`src/rtl/pwr_ramp_pkg.sv`:
```
package pwr_ramp_pkg;

  localparam int WORD_W     = 8;
  localparam int OPEN_STEPS = 5;
  localparam int IDX_W      = 3;

  localparam logic [WORD_W-1:0] WORD_CLOSED = 8'hFF;
  localparam logic [WORD_W-1:0] WORD_OPEN   = 8'h00;

  typedef enum logic {
    MODE_OPEN  = 1'b0,
    MODE_CLOSE = 1'b1
  } mode_e;

  typedef enum logic {
    ST_IDLE = 1'b0,
    ST_RAMP = 1'b1
  } state_e;

  // Clamp word applied at each position of the opening ramp.
  function automatic logic [WORD_W-1:0] open_word(input logic [IDX_W-1:0] idx);
    logic [WORD_W-1:0] w;
    case (idx)
      3'd0:    w = 8'hFF;
      3'd1:    w = 8'hFE;
      3'd2:    w = 8'hF8;
      3'd3:    w = 8'hF0;
      default: w = 8'h00;
    endcase
    return w;
  endfunction

endpackage

```
`src/rtl/pwr_ramp_timer.sv`:
```
module pwr_ramp_timer #(
  parameter int HOLD_CYC = 1250
) (
  input  logic clk,
  input  logic rst_n,
  input  logic load_i,
  output logic expired_o
);

  localparam int CNT_W = (HOLD_CYC > 1) ? $clog2(HOLD_CYC) : 1;
  localparam logic [CNT_W-1:0] LOAD_VAL = CNT_W'(HOLD_CYC - 1);

  logic [CNT_W-1:0] cnt_q, cnt_d;
  logic             cnt_en;

  always_comb begin
    cnt_en = 1'b0;
    cnt_d  = cnt_q;
    if (load_i) begin
      cnt_en = 1'b1;
      cnt_d  = LOAD_VAL;
    end else if (cnt_q != '0) begin
      cnt_en = 1'b1;
      cnt_d  = cnt_q - 1'b1;
    end
  end

  always_ff @(posedge clk or negedge rst_n) begin
    if (!rst_n) begin
      cnt_q <= '0;
    end else if (cnt_en) begin
      cnt_q <= cnt_d;
    end
  end

  assign expired_o = (cnt_q == '0);

  // the counter never runs above one interval
  a_r3_cnt_bound: assert property (@(posedge clk) disable iff (!rst_n)
    cnt_q <= LOAD_VAL);

  // a fresh load is followed by a running (non-expired) interval when HOLD exceeds one
  a_r3_load_runs: assert property (@(posedge clk) disable iff (!rst_n)
    (load_i && HOLD_CYC > 1) |=> !expired_o);

endmodule

```
`src/rtl/pwr_ramp_steps.sv`:
```
module pwr_ramp_steps
  import pwr_ramp_pkg::*;
(
  input  mode_e              mode_i,
  input  logic [IDX_W-1:0]   idx_i,
  output logic [WORD_W-1:0]  word_o
);

  always_comb begin
    if (mode_i == MODE_CLOSE) begin
      word_o = WORD_CLOSED;
    end else begin
      word_o = open_word(idx_i);
    end
  end

endmodule

```
`src/rtl/pwr_ramp_seq.sv`:
```
module pwr_ramp_seq
  import pwr_ramp_pkg::*;
#(
  parameter int CYC_PER_US = 125,
  parameter int HOLD_US    = 10
) (
  input  logic       clk,
  input  logic       rst_n,
  input  logic       open_req_i,
  input  logic       close_req_i,
  input  logic [7:0] sw_state_i,
  output logic [7:0] sw_ctrl_o,
  output logic       busy_o,
  output logic       done_o
);

  localparam int HOLD_CYC = CYC_PER_US * HOLD_US;
  localparam logic [IDX_W-1:0] LAST_OPEN_IDX = IDX_W'(OPEN_STEPS - 1);

  state_e              state_q, state_d;
  mode_e               mode_q, mode_d;
  logic [IDX_W-1:0]    idx_q, idx_d;
  logic [WORD_W-1:0]   ctrl_q, nxt_word;
  logic                done_q, done_d;
  logic                word_upd;
  logic                tmr_load;
  logic                tmr_expired;
  logic                cur_last;

  pwr_ramp_timer #(
    .HOLD_CYC (HOLD_CYC)
  ) u_timer (
    .clk       (clk),
    .rst_n     (rst_n),
    .load_i    (tmr_load),
    .expired_o (tmr_expired)
  );

  pwr_ramp_steps u_steps (
    .mode_i (mode_d),
    .idx_i  (idx_d),
    .word_o (nxt_word)
  );

  assign cur_last = (mode_q == MODE_CLOSE) ? (idx_q == '0) : (idx_q == LAST_OPEN_IDX);

  // Next-state process
  always_comb begin
    state_d  = state_q;
    mode_d   = mode_q;
    idx_d    = idx_q;
    done_d   = 1'b0;
    tmr_load = 1'b0;
    word_upd = 1'b0;
    unique case (state_q)
      ST_IDLE: begin
        if (close_req_i) begin
          mode_d   = MODE_CLOSE;
          idx_d    = '0;
          state_d  = ST_RAMP;
          tmr_load = 1'b1;
          word_upd = 1'b1;
        end else if (open_req_i) begin
          if (sw_state_i == WORD_OPEN) begin
            done_d = 1'b1;
          end else begin
            mode_d   = MODE_OPEN;
            idx_d    = '0;
            state_d  = ST_RAMP;
            tmr_load = 1'b1;
            word_upd = 1'b1;
          end
        end
      end
      ST_RAMP: begin
        if (tmr_expired) begin
          if (cur_last) begin
            state_d = ST_IDLE;
            done_d  = 1'b1;
          end else begin
            idx_d    = idx_q + 1'b1;
            tmr_load = 1'b1;
            word_upd = 1'b1;
          end
        end
      end
      default: state_d = ST_IDLE;
    endcase
  end

  // Register process
  always_ff @(posedge clk or negedge rst_n) begin
    if (!rst_n) begin
      state_q <= ST_IDLE;
      mode_q  <= MODE_CLOSE;
      idx_q   <= '0;
      done_q  <= 1'b0;
    end else begin
      state_q <= state_d;
      mode_q  <= mode_d;
      idx_q   <= idx_d;
      done_q  <= done_d;
    end
  end

  always_ff @(posedge clk or negedge rst_n) begin
    if (!rst_n) begin
      ctrl_q <= WORD_CLOSED;
    end else if (word_upd) begin
      ctrl_q <= nxt_word;
    end
  end

  assign sw_ctrl_o = ctrl_q;
  assign busy_o    = (state_q == ST_RAMP);
  assign done_o    = done_q;

  // while opening, every change of the word moves one position along the ramp
  a_r2_ramp_order: assert property (@(posedge clk) disable iff (!rst_n)
    ($past(busy_o) && busy_o && mode_q == MODE_OPEN && !$stable(sw_ctrl_o)) |->
      (($past(sw_ctrl_o) == 8'hFF && sw_ctrl_o == 8'hFE) ||
       ($past(sw_ctrl_o) == 8'hFE && sw_ctrl_o == 8'hF8) ||
       ($past(sw_ctrl_o) == 8'hF8 && sw_ctrl_o == 8'hF0) ||
       ($past(sw_ctrl_o) == 8'hF0 && sw_ctrl_o == 8'h00)));

  // the word only moves on within a sequence after the interval has run out
  a_r3_step_on_expiry: assert property (@(posedge clk) disable iff (!rst_n)
    ($past(busy_o) && busy_o && !$stable(sw_ctrl_o)) |-> $past(tmr_expired));

  // an open on an already open clamp completes at once without a step
  a_r4_skip_open: assert property (@(posedge clk) disable iff (!rst_n)
    (!busy_o && open_req_i && !close_req_i && sw_state_i == WORD_OPEN) |=>
      (done_o && !busy_o && $stable(sw_ctrl_o)));

  // an idle close request wins and closes the clamp next cycle
  a_r5_close_start: assert property (@(posedge clk) disable iff (!rst_n)
    (!busy_o && close_req_i) |=> (busy_o && sw_ctrl_o == WORD_CLOSED && mode_q == MODE_CLOSE));

  // a running sequence keeps its mode whatever requests arrive
  a_r6_mode_locked: assert property (@(posedge clk) disable iff (!rst_n)
    ($past(busy_o) && busy_o) |-> $stable(mode_q));

  // completion is reported only outside a sequence
  a_r7_done_idle: assert property (@(posedge clk) disable iff (!rst_n)
    done_o |-> !busy_o);

  // a sequence ends with a done pulse
  a_r7_end_done: assert property (@(posedge clk) disable iff (!rst_n)
    $fell(busy_o) |-> done_o);

endmodule

```
`config.mk`:
```
export PLATFORM = sky130hd
export DESIGN_NAME = pwr_ramp_seq
export DESIGN_NICKNAME = d
export VERILOG_FILES = /design/src/rtl/pwr_ramp_pkg.sv /design/src/rtl/pwr_ramp_timer.sv /design/src/rtl/pwr_ramp_steps.sv /design/src/rtl/pwr_ramp_seq.sv
export SDC_FILE = /design/constraint.sdc
export NUM_CORES = 1
export LEC_CHECK = 0
export ABC_AREA = 1
export BUFFER_PORTS_ARGS = -buffer_cell sky130_fd_sc_hd__clkbuf_2
export CAP_MARGIN = 40
export CELL_PAD_IN_SITES_DETAIL_PLACEMENT = 1
export CELL_PAD_IN_SITES_GLOBAL_PLACEMENT = 1
export CORE_ASPECT_RATIO = 1.5
export CORE_UTILIZATION = 40
export CTS_CLUSTER_DIAMETER = 100
export CTS_CLUSTER_SIZE = 30
export DETAILED_ROUTE_END_ITERATION = 16
export GPL_ROUTABILITY_DRIVEN = 0
export HOLD_SLACK_MARGIN = 0.06
export PLACE_DENSITY = 0.86
export SLEW_MARGIN = 30
export SYNTH_ARGS = -nofsm -noshare
export SYNTH_HDL_FRONTEND = slang
export SYNTH_SLANG_ARGS = --single-unit
```
`constraint.sdc`:
```
create_clock -name clk -period 1.7 [get_ports clk]
set_input_delay 0.255 -clock clk [delete_from_list [all_inputs] [get_ports clk]]
set_output_delay 0.255 -clock clk [all_outputs]
set_load 0.05 [all_outputs]
```
; ---- Yosys cells after proc, flatten, opt, wreduce, memory -nomap -nowiden
; Index checks and enable logic that the tools add are counted.
; Widths: inputs -> output; s select.
[op_classes]
add_sub_neg = 2
n_eq_ne = 4
n_mux = 31
bitwise_logic = 1
reduce_logical = 7
[ops]
columns = operator, count
row1 = $pmux 8 s4, 1
row2 = $mux 11, 2
row3 = $mux 1, 18
row4 = $mux 3, 5
row5 = $logic_not 11->1, 1
row6 = $reduce_bool 11->1, 1
row7 = $sub 11x1->11 const B, 1
row8 = $logic_not 8->1, 1
row9 = $mux 8, 1
row10 = $eq 3x2->1 const B, 2
row11 = $logic_not 3->1, 2
row12 = $pmux 1 s2, 3
row13 = $pmux 3 s2, 1
row14 = $add 3x1->3 const B, 1
row15 = $eq 3x1->1 const B, 1
row16 = $eq 3x3->1 const B, 1
row17 = $reduce_and 2->1, 1
row18 = $reduce_bool 2->1, 1
row19 = $not 1->1, 1
[word_totals]
ff_bits = 25
in_bits = 12
output_inout_bits = 10
wordCells = 51

; ---- Logic depth before layout (Yosys ltp)
; Gate-level depths: netlist of run 1.
[depth]
word_depth = 8
mapped_depth = 13
mapped_depth_nobuf = 13

; ---- Modules after synthesis
; From an unflattened synthesis of run 1, not the netlist that was laid out.
[unflattened]
hier_cells = 179
hier_area_um2 = 1417.6
[modules_own_cells]
columns = module, n_inst, cells_per_inst, area_each_um2, seq_area_each_um2
row1 = pwr_ramp_seq, 1, 84, 732.0, 361.6
row2 = pwr_ramp_timer, 1, 81, 618.1, 275.3
row3 = pwr_ramp_steps, 1, 14, 67.6, 0.0

; ---- Worst setup path after synthesis of run 1
; No wires, ideal clock.
[synth_path]
path_kind = reg-to-reg
from = reg state_q, in the netlist busy_o
to = reg u_timer.cnt_q[1]
setup_ps = 92
t_arrival_ps = 1540
t_required_ps = 1608
path_slack_ps = 68
path_stages_with_launch = 7
n_path_buf = 0
period_less_slack_ps = 1632
path_cell_list = dfrtp_1 nor2_1 nor2_4 nand2_4 nor2_2 nand2_1 o31ai_2
[synth_between]
elab_chain_cells = 4
word_cells_on_any_way = 6
cone_classes = mux: 3 / bitwise: 1 / reduce/logical: 2
[synth_rtl]
columns = item, line
row1 = "start, declared", pwr_ramp_seq.sv:20  ; state_e state_q, state_d;
row2 = "start signal, assigned", pwr_ramp_seq.sv:99  ; state_q <= state_d;
row3 = $not 1->1, -
row4 = $pmux 1 s2 *, pwr_ramp_seq.sv:55  ; unique case (state_q)
row5 = $reduce_bool 2->1 (no line) / $mux 1 (equally long branches), -
row6 = $reduce_and 2->1 (no line), -
row7 = "end signal, assigned", pwr_ramp_timer.sv:32  ; cnt_q <= cnt_d;
row8 = "end, declared", pwr_ramp_timer.sv:13  ; logic [CNT_W-1:0] cnt_q, cnt_d;
; Mark *: on every way between the ends. The rest lies on a longest branch, timed or not.
; A chain may end at the register's enable or synchronous reset.

; ---- Final worst setup path of run 1
[layout_path]
from = reg u_timer.cnt_q[2]
to = reg ctrl_q[3], in the netlist sw_ctrl_o[3]
[layout_between]
elab_chain_cells = 6
word_cells_on_any_way = 11
cone_classes = eq/ne: 3 / mux: 6 / reduce/logical: 2
[layout_rtl]
columns = item, line
row1 = $logic_not 11->1 *, pwr_ramp_timer.sv:36  ; assign expired_o = (cnt_q == '0);
row2 = $mux 3 *, pwr_ramp_seq.sv:76  ; if (tmr_expired) begin
row3 = $pmux 3 s2 *, pwr_ramp_seq.sv:55
row4 = named net idx_d[0], pwr_ramp_seq.sv:22  ; logic [IDX_W-1:0] idx_q, idx_d;
row5 = "$eq 3x2->1, or another cell as far along", pwr_ramp_pkg.sv:23  ; case (idx)
row6 = $pmux 8 s4 *, pwr_ramp_pkg.sv:23
row7 = $mux 8 *, pwr_ramp_steps.sv:10  ; if (mode_i == MODE_CLOSE) begin
row8 = "end signal, assigned", pwr_ramp_seq.sv:110  ; ctrl_q <= nxt_word;
row9 = "end, declared", pwr_ramp_seq.sv:23  ; logic [WORD_W-1:0] ctrl_q, nxt_word;
; The timed path passes the listed nets; every way through them passes the cells marked *.

==> results of run 1 <==
==> cell usage in the layout (no fill, tap or decap), drive strengths merged <==
cell | Yosys | routed
a211oi | 1 | 1
a21oi | 9 | 9
a31oi | 2 | 2
and2 | 1 | 1
buf | 4 | 8
clkbuf | 0 | 24
clkinv | 0 | 1
dfrtp | 16 | 16
dfstp | 5 | 5
dlygate4sd3 | 0 | 1
ha | 4 | 4
inv | 23 | 23
nand2 | 39 | 39
nand3 | 9 | 9
nand3b | 3 | 3
nand4 | 4 | 4
nor2 | 27 | 27
nor3 | 5 | 5
nor4 | 1 | 1
o21a | 1 | 1
o21ai | 7 | 7
o21bai | 2 | 2
o311ai | 1 | 1
o31ai | 1 | 1
or2 | 1 | 1
xor2 | 1 | 1
==> through the flow <==
stage	total power, mW	utilization	TNS (ns)
floorplan	0.554	-	0
global placement	0.582	0.472	0
detailed placement	0.584	0.472	-0.0163
CTS	0.922	0.497	0
global route	0.957	0.516	-0.0952
finish	0.928	0.516	0
==> cell families after synthesis <==
| logic type | synth area share |
|---|---|
| and+or+nand+nor | 0.352 |
| buffers and inverters | 0.0895 |
| AOI/OAI and AO/OA | 0.114 |
| DFF | 0.400 |
| adders and majority gates | 0.0377 |
| xor gates and xnor gates | 0.00659 |
==> timing repair <==
| action | in CTS | in global routing |
|---|---|---|
| endpoints found under the setup margin | 3 | 13 |
| endpoints found under the hold margin | 16 | 0 |
| gates resized for setup | 5 | 13 |
| pin swaps | 0 | 9 |
| hold buffers | 1 | 0 |
| buffers inserted | 0 | 3 |
==> final timing paths <==
path	slack, ns	depth (start not counted)	from	to
min	0.38	4	open_req_i	done_o$_DFF_PN0_
min in group asynchronous	0.50	2	rst_n	idx_q[1]$_DFF_PN0_
min reg2reg	0.48	2	sw_ctrl_o[0]$_DFFE_PN1P_	sw_ctrl_o[0]$_DFFE_PN1P_
max reg2reg	0.04	8	u_timer.cnt_q[2]$_DFFE_PN0P_	sw_ctrl_o[3]$_DFFE_PN1P_
max in group asynchronous	0.81	2	rst_n	u_timer.cnt_q[3]$_DFFE_PN0P_
max	0.04	8	u_timer.cnt_q[2]$_DFFE_PN0P_	sw_ctrl_o[3]$_DFFE_PN1P_
==> layer usage <==
metal / track usage / vias up / routed length [um]
li1: - / 601 / -
met3: 0.0250 / 13 / 87
met4: 0.118 / 0 / 150
met5: 0 / - / 0
met2: 0.499 / 30 / 2440
met1: 0.247 / 614 / 1440
==> registers in the layout, indices dropped and copies added (netlist names) <==
name	flops
busy_o	1
done_o	1
idx_q	3
mode_q	1
sw_ctrl_o	4
u_timer.cnt_q	11
==> critical path, stage by stage, from the launching register on <==
cell and delay (ns):
dfrtp_1 0.45, nor2_4 0.21, inv_2 0.10, nor3_2 0.30, nand4_1 0.21, nand2_2 0.14, nand2_1 0.07, nand2_2 0.07
nand2_2 0.05
==> power breakdown <==
part / internal [mW] / switching, mW
clock: 0.164 / 0.187
combinational: 0.0204 / 0.0442
sequential: 0.508 / 0.00362
==> area by class of cell <==
| type | count | area, sq um | share of cell area |
|---|---|---|---|
| clock buffers | 3 | 41.3 | 0.0253 |
| clock inverters | 1 | 5.00 | 0.00307 |
| inverters | 23 | 93.8 | 0.0576 |
| multi-input cells | 119 | 731 | 0.449 |
| flip-flops and latches | 21 | 533 | 0.327 |
| well taps | 40 | 50.0 | 0.0307 |
| repair buffers | 30 | 175 | 0.108 |
==> impl_metrics.yaml, run 1 <==
power_and_ir_drop:
  power-per-cell-area_nw_per_um2: 569
  vdd_drop_max_v: 0.000375
  p_leak_nw: 0.812
clock_network:
  htreeDepth: 1
  root_buffer: "clkbuf_8"
  cts.sink_count: 21
  clock_path_buffers: 2
  clk_pin_slew_ns: 0.09
  clkLatencyLatePin_ns: 0.27
  cts_tree: "done"
  cts_buffers: 3
cells_and_area:
  stdcell_count: 237
  drive_gt1_frac: 0.391
  diodes: 0
  stdcell_area_sq_um: 1630
  num-fill-cells: 399
  finish.net_count: 214
  area_growth_pct: 22.6
global_route:
  antenna_found_initial: 0
  grt.total_usage: 0.248
  grt_pass1_vias: 1409
  grt_max_degree: 22
  grt_pass1_wl_um: 6610
  gr-total-overflow: 0
floorplanning:
  initial_utilization: 0.421
  die_area_sq_um: 3560
  die_x_um: 49.1
  die_y_um: 72.6
  ios: 22
  num_rows: 25
  core-area_sq_um: 3160
synth:
  synthTopCellsByCount: "nand2_1, inv_1, nor2_1, dfrtp_1"
  synth_warnings: 0
  synth_area_leaders: "dfrtp_1, dfstp_2, nand2_1"
  syn_area_sq_um: 1330
  seq_area_frac_synth: 0.400
  yosys_most_used_dff: "dfrtp_1"
  syn-num-nets: 183
  synth_edf_count: 0
  ys_ff_latch: 21
  synthArstFlopShare: 1.00
  avgSynthCellArea_sq_um: 7.96
  synthCells: 167
  synth_top_area_frac: 0.301
  yosysTopAreaCell: "dfrtp_1"
  synth.most_common_cell: "nand2_1"
  synthDistinctLibCells: 33
critical_path:
  worst_setup_path_end_kind: "flop"
  critPathKind: "flop to flop"
  arrival_ns: 1.87
  worstPathRequired_ns: 1.91
  worstPathMaxFanout: 5
  start_kind: "flop"
drt:
  dr.pass1.iters: 4
  drt_wl_total_um: 4120
  wl_per_cell_um: 17.4
  vias: 1258
  drt_iter0_markers: 14
  drc: 0
  postRouteAntennaNets: 0
  viasPerCell: 5.31
timing:
  fin_worst_skew_ns: 0.00630
  final_hold_viol_count: 0
  fin_ws_ns: 0.0435
  fmax_mhz: 604
  rsz0062_at_grt: "true"
  setup_viol: 0
  max_slew_margin: 0.637
  hold_ws_ns: 0.380
  max_slew.worst_pin.slew_ns: 0.544
  period_share: 0.974
  finalMaxSlewViolations: 0
  min_period_ns: 1.66
placement:
  dp_slack_ns: -0.0163
  dp_hpwl_um: 3010
  post_dp_cell_area_sq_um: 1490
  placed_cells: 229
  io_buffers: 21
worst_hold_path:
  min_path_type: "input pin to flop"
flow_run:
  maxCapViolCount: 0
outcome:
  status: "completed"
Note: power is estimated with default switching activity, not from simulation.
==> run 2, diff against run 1 <==
--- a/config.mk
+++ b/config.mk
@@ -11,14 +11,16 @@
 export CELL_PAD_IN_SITES_DETAIL_PLACEMENT = 1
 export CELL_PAD_IN_SITES_GLOBAL_PLACEMENT = 1
 export CORE_ASPECT_RATIO = 1.5
-export CORE_UTILIZATION = 40
+export CORE_UTILIZATION = 41
 export CTS_CLUSTER_DIAMETER = 100
 export CTS_CLUSTER_SIZE = 30
 export DETAILED_ROUTE_END_ITERATION = 16
 export GPL_ROUTABILITY_DRIVEN = 0
 export HOLD_SLACK_MARGIN = 0.06
-export PLACE_DENSITY = 0.86
+export PLACE_DENSITY = 0.87
 export SLEW_MARGIN = 30
 export SYNTH_ARGS = -nofsm -noshare
 export SYNTH_HDL_FRONTEND = slang
+export SYNTH_HIERARCHICAL = 1
 export SYNTH_SLANG_ARGS = --single-unit
+export TNS_END_PERCENT = 1
==> run 2 against run 1 <==
Compared with the run above: the run now ends with setup timing left; largest power group unchanged; clock power hardly changed; sequential power is 17% higher; combinational power is 33% lower.
==> impl_metrics.yaml, run 2 <==
outcome:
  status: "complete, but fails checks"
  violations: "setup timing"
synth:
  syn_area_sq_um: 1420
  synthArstFlopShare: 1.00
  yosysTopAreaCell: "dfrtp_1"
  synthTopCellsByCount: "nand2_1, inv_1, nor2_1, dfrtp_1, nand4_1"
  synth.most_common_cell: "nand2_1"
  syn-num-nets: 194
  synth_area_leaders: "dfrtp_1, dfstp_2, nand2_1"
  yosys_most_used_dff: "dfrtp_1"
  synth_top_area_frac: 0.282
  ys_ff_latch: 25
  synth_edf_count: 0
  seq_area_frac_synth: 0.449
  synth_warnings: 6
  synthDistinctLibCells: 23
  synthCells: 179
  avgSynthCellArea_sq_um: 7.92
critical_path:
  crit_end: "sw_ctrl_o[2]$_DFFE_PN1P_"
  worstPathRequired_ns: 1.90
  critPathKind: "flop to flop"
  r2r_cells: 16
  crit_chain: "inv_2 -> ha_4 -> nand3_4 -> nor2_4 -> nand2_2 -> inv_2 -> nand2_4 -> inv_4 -> nand3_2 -> nand4_1 -> nand2_2 -> nor2_4 -> nor2_4 -> inv_2 -> nand2_2 -> nand2_2"
  r2r-end: "sw_ctrl_o[2]$_DFFE_PN1P_"
  reg2reg_slack_ns: -0.24
  worstPathMaxFanout: 4
  r2r-start: "u_timer/cnt_q[0]$_DFFE_PN0P_"
  critPathMaxStageDelay_ns: 0.40
  start_kind: "flop"
  slowest_stage: "dfrtp_1"
  critPathMostFrequentCell: "nand2_2"
  critPathLaunch: "u_timer/cnt_q[0]$_DFFE_PN0P_"
  worst_setup_path_end_kind: "flop"
  arrival_ns: 2.14
floorplanning:
  num_rows: 25
  die_y_um: 74.0
  die_x_um: 50.0
  ios: 22
  die_area_sq_um: 3700
  core-area_sq_um: 3220
  initial_utilization: 0.440
clock_network:
  cts_buffers: 3
  cts.sink_count: 25
  clkLatencyLatePin_ns: 0.26
  cts_tree: "done"
  root_buffer: "clkbuf_8"
  clk_pin_slew_ns: 0.09
  htreeDepth: 1
  clock_path_buffers: 2
drt:
  drt_iter0_markers: 25
  wl_per_cell_um: 16.3
  dr.pass1.iters: 4
  drc: 0
  viasPerCell: 5.17
  drt_wl_total_um: 4250
  postRouteAntennaNets: 0
  vias: 1345
placement:
  dp_hpwl_um: 2980
  io_buffers: 21
cells_and_area:
  area_growth_pct: 28.4
  diodes: 0
  num-fill-cells: 409
  final_common_cell: "nand2_1"
  top_register: "u_timer/cnt_q"
  final_cell_mix: "nand2_1, clkbuf_2, buf_4"
  largest_reg_flops: 11
  drive_gt1_frac: 0.382
  finish.net_count: 236
timing:
  finalMaxSlewViolations: 0
  fmax_mhz: 516
  min_period_ns: 1.94
  max_slew_margin: 0.566
  fin_worst_skew_ns: 0.00398
  final_hold_viol_count: 0
  max_slew.worst_pin.slew_ns: 0.651
  period_share: 1.14
  fin_ws_ns: -0.240
  setup_viol: 11
  hold_ws_ns: 0.285
  rsz0062_at_grt: "true"
global_route:
  grt_pass1_wl_um: 6730
  antenna_found_initial: 0
  gr-total-overflow: 0
  grt_pass1_vias: 1534
  grt_max_degree: 26
  grt.total_usage: 0.240
power_and_ir_drop:
  finalPower_uw: 996
  power-per-cell-area_nw_per_um2: 547
  p_leak_nw: 0.952
  vdd_drop_max_v: 0.000467
worst_hold_path:
  min_path_type: "input pin to flop"
flow_run:
  maxCapViolCount: 0
run 2: worst min-delay path by stage:
stage | cells after the start | start | to
floorplan | 0 | rst_n | busy_o$_DFF_PN0_
global placement | 1 | rst_n | u_timer/cnt_q[7]$_DFFE_PN0P_
detailed placement | 1 | rst_n | u_timer/cnt_q[10]$_DFFE_PN0P_
CTS | 3 | open_req_i | done_o$_DFF_PN0_
global route | 3 | open_req_i | done_o$_DFF_PN0_
finish | 3 | open_req_i | done_o$_DFF_PN0_
run 2: routing by layer:
metal	GRT usage	vias up	wire, um
met1	0.249	664	1570
met5	0	-	0
met2	0.483	24	2500
li1	-	649	-
met4	0.0921	0	98
met3	0.0184	8	75
run 2: kinds of logic (layout without fill, tap and decap cells):
| logic type | after synthesis | count (layout) | share of synthesized area |
|---|---|---|---|
| flops | 25 | 25 | 0.449 |
| fa+ha+maj | 3 | 3 | 0.0265 |
| xor+xnor | 2 | 2 | 0.0124 |
| buf+inv | 36 | 77 | 0.117 |
| simple gates | 107 | 107 | 0.365 |
| compound gates | 6 | 6 | 0.0291 |
run 2: metrics by stage:
step / instance area, sq um / std cells / setup TNS [ns] / worst slack (ns) / utilization
2_1_floorplan: 1440 / 179 / -0.141 / -0.107 / -
3_3_place_gp: 1680 / 251 / -0.194 / -0.0714 / 0.520
3_5_place_dp: 1680 / 251 / -1.38 / -0.273 / 0.520
4_1_cts: 1760 / 257 / -0.922 / -0.147 / 0.547
6_report: 1820 / 260 / -1.57 / -0.240 / 0.565
5_1_grt: 1820 / 260 / -3.00 / -0.365 / 0.565
run 2: layout make-up:
cell class                      instances  area [sq um]  share of cell area
Clock buffer                            4          45.0              0.0247
Multi-Input combinational cell        118           687               0.377
Sequential cell                        25           638               0.351
Inverter                               29           116              0.0639
Timing Repair Buffer                   44           284               0.156
Tap cell                               40          50.0              0.0275
run 2: what timing repair did:
| item | CTS | global route |
|---|---|---|
| buffers inserted | 1 | 3 |
| hold endpoints to repair | 16 | 0 |
| pin swaps | 2 | 11 |
| setup endpoints to repair | 14 | 15 |
| gates resized for setup | 7 | 10 |
| hold buffers | 1 | 0 |
run 2: critical path, delay by kind of cell, from the launching register on:
| family | cells | cell delay, ns |
|---|---|---|
| simple gates | 11 | 0.99 |
| flops | 1 | 0.40 |
| fa+ha+maj | 1 | 0.15 |
| buf+inv | 4 | 0.32 |
run 2: power breakdown:
group | switching [mW] | internal, mW | total (mW)
registers | 0.00106 | 0.597 | 0.598
logic | 0.0258 | 0.0178 | 0.0436
clock network | 0.187 | 0.167 | 0.354
